$ cat config.mk
export PLATFORM = sky130hd
export DESIGN_NAME = irq_chain_requester
export DESIGN_NICKNAME = d
export VERILOG_FILES = /design/src/rtl/irq_chain_pkg.sv /design/src/rtl/irq_prio_screen.sv /design/src/rtl/irq_req_latch.sv /design/src/rtl/irq_grant_fsm.sv /design/src/rtl/irq_vec_drive.sv /design/src/rtl/irq_chain_requester.sv
export SDC_FILE = /design/constraint.sdc
export NUM_CORES = 1
export LEC_CHECK = 0
export ABC_AREA = 1
export ABC_CLOCK_PERIOD_IN_PS = 1200
export CAP_MARGIN = 20
export CORE_MARGIN = 2
export CORE_UTILIZATION = 57
export DETAILED_ROUTE_END_ITERATION = 6
export DONT_BUFFER_PORTS = 1
export GPL_TIMING_DRIVEN = 1
export HOLD_SLACK_MARGIN = 0.05
export PLACE_DENSITY = 0.72
export SLEW_MARGIN = 20
export SYNTH_ARGS = -nofsm -noshare
export SYNTH_HDL_FRONTEND = slang
export SYNTH_SLANG_ARGS = --single-unit
$ cat constraint.sdc
create_clock -name clk -period 1.2 [get_ports clk]
set_input_delay 0.18 -clock clk [delete_from_list [all_inputs] [get_ports clk]]
set_output_delay 0.18 -clock clk [all_outputs]
set_load 0.02 [all_outputs]
$ cat src/rtl/irq_chain_pkg.sv
package irq_chain_pkg;
  typedef enum logic [1:0] {
    ST_IDLE  = 2'd0,
    ST_PASS  = 2'd1,
    ST_CLAIM = 2'd2
  } chain_st_e;
endpackage

$ cat src/rtl/irq_prio_screen.sv
module irq_prio_screen #(
  parameter int NLEV = 4,
  localparam int LW = $clog2(NLEV)
) (
  input  logic [LW-1:0]   lvl_sel,
  input  logic            multi_en,
  input  logic [NLEV-1:0] irq_lines_in,
  output logic            block
);
  logic [NLEV-1:0] above;

  generate
    for (genvar i = 0; i < NLEV; i++) begin : g_above
      assign above[i] = irq_lines_in[i] && (LW'(i) > lvl_sel);
    end
  endgenerate

  assign block = multi_en && (|above);
endmodule

$ cat src/rtl/irq_req_latch.sv
module irq_req_latch #(
  parameter int NLEV = 4,
  localparam int LW = $clog2(NLEV)
) (
  input  logic            clk,
  input  logic            rst,
  input  logic            req_set,
  input  logic            claim_now,
  input  logic [LW-1:0]   lvl_sel,
  output logic            pending,
  output logic [NLEV-1:0] irq_out
);
  logic            pend_n;
  logic [NLEV-1:0] irq_n;

  assign pend_n = req_set || (pending && !claim_now);

  generate
    for (genvar i = 0; i < NLEV; i++) begin : g_drv
      assign irq_n[i] = pend_n && (lvl_sel == LW'(i));
    end
  endgenerate

  always_ff @(posedge clk) begin
    if (rst) begin
      pending <= 1'b0;
      irq_out <= '0;
    end else begin
      pending <= pend_n;
      irq_out <= irq_n;
    end
  end

  AST_IRQ_ONEHOT: assert property (@(posedge clk) disable iff (rst)
    $onehot0(irq_out));
  AST_CLAIM_DROPS: assert property (@(posedge clk) disable iff (rst)
    (claim_now && !req_set) |=> (irq_out == '0));
  AST_RACE_KEEPS: assert property (@(posedge clk) disable iff (rst)
    (claim_now && req_set) |=> pending);
endmodule

$ cat src/rtl/irq_grant_fsm.sv
module irq_grant_fsm
  import irq_chain_pkg::*;
(
  input  logic clk,
  input  logic rst,
  input  logic ack_in,
  input  logic din,
  input  logic pending,
  input  logic block,
  output logic claim_now,
  output logic rel_now,
  output logic ack_out,
  output logic reply_out
);
  chain_st_e st, st_n;
  logic      ack_q;
  logic      ack_rise;

  assign ack_rise  = ack_in && !ack_q;
  assign claim_now = (st == ST_IDLE) && ack_rise && pending && !block;
  assign rel_now   = (st == ST_CLAIM) && !ack_in && !din;

  always_comb begin
    st_n = st;
    unique case (st)
      ST_IDLE:  if (ack_rise) st_n = claim_now ? ST_CLAIM : ST_PASS;
      ST_PASS:  if (!ack_in) st_n = ST_IDLE;
      ST_CLAIM: if (rel_now) st_n = ST_IDLE;
      default:  st_n = ST_IDLE;
    endcase
  end

  always_ff @(posedge clk) begin
    if (rst) begin
      st        <= ST_IDLE;
      ack_q     <= 1'b0;
      ack_out   <= 1'b0;
      reply_out <= 1'b0;
    end else begin
      st        <= st_n;
      ack_q     <= ack_in;
      ack_out   <= (st_n == ST_PASS);
      reply_out <= (st_n == ST_CLAIM);
    end
  end

  AST_FREE_PASS: assert property (@(posedge clk) disable iff (rst)
    (st == ST_IDLE && ack_rise && !pending) |=> (ack_out && !reply_out));
  AST_BLOCKED_PASS: assert property (@(posedge clk) disable iff (rst)
    (st == ST_IDLE && ack_rise && pending && block) |=> (ack_out && !reply_out));
  AST_CLAIM_REPLY: assert property (@(posedge clk) disable iff (rst)
    (st == ST_IDLE && ack_rise && pending && !block) |=> (reply_out && !ack_out));
  AST_HOLD_PASS: assert property (@(posedge clk) disable iff (rst)
    (ack_out && ack_in) |=> ack_out);
  AST_HOLD_REPLY: assert property (@(posedge clk) disable iff (rst)
    (reply_out && (ack_in || din)) |=> reply_out);
  AST_RELEASE: assert property (@(posedge clk) disable iff (rst)
    (reply_out && !ack_in && !din) |=> !reply_out);
endmodule

$ cat src/rtl/irq_vec_drive.sv
module irq_vec_drive #(
  parameter int DW = 16,
  parameter int VW = 8
) (
  input  logic          clk,
  input  logic          rst,
  input  logic          claim_now,
  input  logic          rel_now,
  input  logic [VW-1:0] vec_cfg,
  output logic [DW-1:0] data_out
);
  always_ff @(posedge clk) begin
    if (rst || rel_now) data_out <= '0;
    else if (claim_now) data_out <= DW'(vec_cfg);
  end
endmodule

$ cat src/rtl/irq_chain_requester.sv
module irq_chain_requester #(
  parameter int NLEV = 4,
  parameter int DW   = 16,
  parameter int VW   = 8,
  localparam int LW  = $clog2(NLEV)
) (
  input  logic            clk,
  input  logic            rst,
  input  logic [LW-1:0]   lvl_sel,
  input  logic            multi_en,
  input  logic [VW-1:0]   vec_cfg,
  input  logic            req_set,
  input  logic [NLEV-1:0] irq_lines_in,
  output logic [NLEV-1:0] irq_out,
  input  logic            ack_in,
  output logic            ack_out,
  input  logic            din,
  output logic            reply_out,
  output logic [DW-1:0]   data_out
);
  logic pending, block, claim_now, rel_now;

  irq_prio_screen #(.NLEV(NLEV)) u_screen (
    .lvl_sel(lvl_sel), .multi_en(multi_en),
    .irq_lines_in(irq_lines_in), .block(block)
  );

  irq_req_latch #(.NLEV(NLEV)) u_req (
    .clk(clk), .rst(rst), .req_set(req_set), .claim_now(claim_now),
    .lvl_sel(lvl_sel), .pending(pending), .irq_out(irq_out)
  );

  irq_grant_fsm u_fsm (
    .clk(clk), .rst(rst), .ack_in(ack_in), .din(din),
    .pending(pending), .block(block), .claim_now(claim_now),
    .rel_now(rel_now), .ack_out(ack_out), .reply_out(reply_out)
  );

  irq_vec_drive #(.DW(DW), .VW(VW)) u_vec (
    .clk(clk), .rst(rst), .claim_now(claim_now), .rel_now(rel_now),
    .vec_cfg(vec_cfg), .data_out(data_out)
  );

  AST_VEC_LOAD: assert property (@(posedge clk) disable iff (rst)
    $rose(reply_out) |-> (data_out == DW'($past(vec_cfg))));
  AST_ONE_WAY: assert property (@(posedge clk) disable iff (rst)
    !(ack_out && reply_out));
  AST_IDLE_DATA: assert property (@(posedge clk) disable iff (rst)
    !reply_out |-> (data_out == '0));
endmodule

==> impl_metrics.csv <==
group,metric,value,unit
status,outcome,"finished, final reports clean",
timing,tns,0,ns
placement,dp_hpwl,934.4,um
detailed_routing,drc_errors,0,
floorplan,io_pins,42,
floorplan,fp.coreArea,1252,sq um
timing,max_freq,868.2,MHz
synthesis,yosysTopAreaCell,"dfxtp_1",
clock_tree,cts_tree,"done",
setup_path,cp-start-kind,"flip-flop",
detailed_routing,vias,615,
setup_path,worst_ep_required_time,1.39,ns
grt,grt_max_degree,11,
synthesis,ys.flop_type,"dfxtp_1",
power,peakVddDrop,803.8,uV
detailed_routing,avgRoutedWirePerCell,10.87,um
placement,place.gp.congestion,0.6521,
detailed_routing,via_per_inst,4.805,
synthesis,synth_top_family_by_area,"simple AND/OR/NAND/NOR gates",
cells_and_area,diodes,0,
synthesis,synth_top_area_share,48.57,%
synthesis,synthMuxAreaShare,0,%
clock_tree,cts_buffers,3,
setup_path,path_class,"flip-flop to flip-flop",
timing,fin_crit,1.152,ns
clock_tree,clkTransAtPathRegs,0.09,ns
synthesis,synth_area,742.0,sq um
grt,antenna_found_initial,0,
job,drv_cap,0,
synthesis,synth_seq_cells,18,
cells_and_area,drive_above_1_share,21.24,%
timing,setup_violations,0,
power,p_per_area,1225,nW/um^2
synthesis,synth_xor_area_share,0,%
placement,io_buffers,0,
floorplan,rows,13,
clock_tree,clock_latency,0.28,ns
synthesis,synth-compound-area-share,11.13,%
floorplan,die_h,40.08,um
synthesis,synth_edf_count,0,
synthesis,ys_async_sr_fraction,0,%
clock_tree,root_buffer,"clkbuf_4",
setup_path,cp_max_fo,7,
worst_hold_path,hold_path_class,"input pin to flip-flop",
detailed_routing,drt_iter0_drc,8,
detailed_routing,drtPass1Iterations,4,
synthesis,synth_top_cells_by_count,"nor2_1 (27), dfxtp_1 (18), nand2_1 (12)",
grt,grt_overflow,0,
clock_tree,htree_num_levels,1,
synthesis,synth.avg_cell_area,7.495,sq um
synthesis,syn_inst,99,
cells_and_area,area_delta_synth_final,24.45,%
power,p_leak,0.4092,nW
grt,grt_pass1_wl,2083,um
setup_path,cp.arrival,1.34,ns
synthesis,yosysMostFrequentCell,"nor2_1",
timing,slew_violations,0,
clock_tree,postCtsSetupBuffers,0,
synthesis,ys_types,18,
synthesis,ys_top_cells_by_area,"dfxtp_1 (49%), nor2_1 (14%), buf_4 (8.1%), nand2_1 (6.1%), o21ai_1 (4.7%)",
detailed_routing,drt-total-wl,1391,um
cells_and_area,fin_nets,135,
synthesis,synth_fa_ha_area_share,0,%
floorplan,start_util,59.24,%
detailed_routing,drt.antenna.violating_nets,0,
synthesis,yosysSeqAreaShare,48.57,%
timing,fin_worst_skew,0.005806,ns
timing,hold_viol,0,
clock_tree,clock_path_buffers,2,
grt,grt_pass1_vias,550,
cells_and_area,stdcell_count,128,
floorplan,dieArea,1606,sq um
synthesis,synth_warnings,0,
timing,fin_crit_sh,95.99,%
floorplan,die_w,40.08,um
setup_path,worst_setup_path_end_kind,"flip-flop",
clock_tree,clkSinkCount,18,
synthesis,synth-simple-area-share,25.13,%
placement,dp_cells,113,
grt,track_usage,20.33,%
-- metrics by stage --
step / utilization, % / hold WS, ns / setup WS [ns] / instance area (sq um) / total power [mW]
after detailed placement: 58.04 / 0.2530 / 0.02219 / 726.9 / 0.8038
after floorplan: - / 0.2968 / 0.1533 / 768.2 / 0.8106
after CTS: 67.83 / 0.05411 / 0.003014 / 849.6 / 1.105
after global placement: 58.04 / 0.2511 / 0.05033 / 726.9 / 0.7994
after global routing: 73.73 / 0.05579 / -0.01661 / 923.4 / 1.198
final: 73.73 / 0.06149 / 0.04814 / 923.4 / 1.131
-- final timing paths --
| kind | start | endpoint | slack [ns] | cells after the start |
|---|---|---|---|---|
| worst min-delay path | rst | u_vec.data_out[2] | 0.06 | 3 |
| worst min register to register | u_req.pending | u_req.pending | 0.50 | 2 |
| worst max register to register | u_fsm.st[1] | u_vec.data_out[6] | 0.05 | 7 |
| worst max-delay path | u_fsm.st[1] | u_vec.data_out[6] | 0.05 | 7 |
-- area by class of cell --
| cell class | count | area (sq um) |
|---|---|---|
| Clock buffer | 3 | 22.52 |
| Fill cell | 106 | 329.1 |
| Inverter | 9 | 33.78 |
| Multi-Input combinational cell | 69 | 346.6 |
| Sequential cell | 18 | 362.8 |
| Tap cell | 15 | 18.77 |
| Timing Repair Buffer | 14 | 138.9 |
-- worst max-delay path, cell delays in order, from the launching register on --
cell	delay (ns)
dfxtp_2	0.34
nor2_4	0.11
nand2_2	0.07
nor2_4	0.12
nand2_4	0.09
buf_4	0.15
o21ai_1	0.11
nor2_1	0.05
-- cells in the final DEF (no fill, tap or decap) --
master | synthesis | final
nand2_1 | 12 | 9
dfxtp_1 | 18 | 16
dfxtp_2 | 0 | 2
nor2_2 | 2 | 1
a21oi_4 | 0 | 1
nor2_1 | 27 | 26
nand2_4 | 0 | 1
nor2_4 | 0 | 2
buf_6 | 1 | 1
conb_1 | 1 | 8
clkbuf_4 | 0 | 3
a21oi_1 | 5 | 5
inv_1 | 6 | 6
inv_2 | 3 | 3
dlygate4sd3_1 | 0 | 12
o21ai_2 | 1 | 5
nand2_2 | 1 | 3
buf_4 | 8 | 1
or2_2 | 1 | 1
o21ai_1 | 7 | 4
nand3_1 | 3 | 3
-- power by group --
group | internal (mW) | switching (mW)
sequential | 0.630 | 0.0471
combinational | 0.0735 | 0.101
clock | 0.116 | 0.164
total | 0.820 | 0.311
-- cell families after synthesis --
logic type / after synthesis
DFF: 18
buffers and inverters: 19
AOI/OAI and AO/OA: 15
and+or+nand+nor: 46
other: 1
-- sequential cells by signal, indices dropped and copies added, names as in the netlist --
signal and count:
u_fsm.reply_out 1, u_req.irq_out 4, u_vec.data_out 8, u_fsm.ack_q 1, u_fsm.ack_out 1, u_fsm.st 2
u_req.pending 1
-- routing by layer --
metal | global-route usage, % | vias up | share of wire (%)
li1 | - | 318 | -
met1 | 19.80 | 267 | 37
met2 | 36.69 | 26 | 53
met3 | 6.111 | 4 | 8.2
met4 | 12.93 | 0 | 2.0
met5 | 0 | - | 0
-- repair_timing --
item | 4_1_cts | 5_1_grt
endpoints found under the setup margin | 0 | 12
hold endpoints to repair | 15 | 2
gates resized for setup | 0 | 16
hold buffers | 10 | 2
Note: power is estimated with default switching activity, not from simulation.
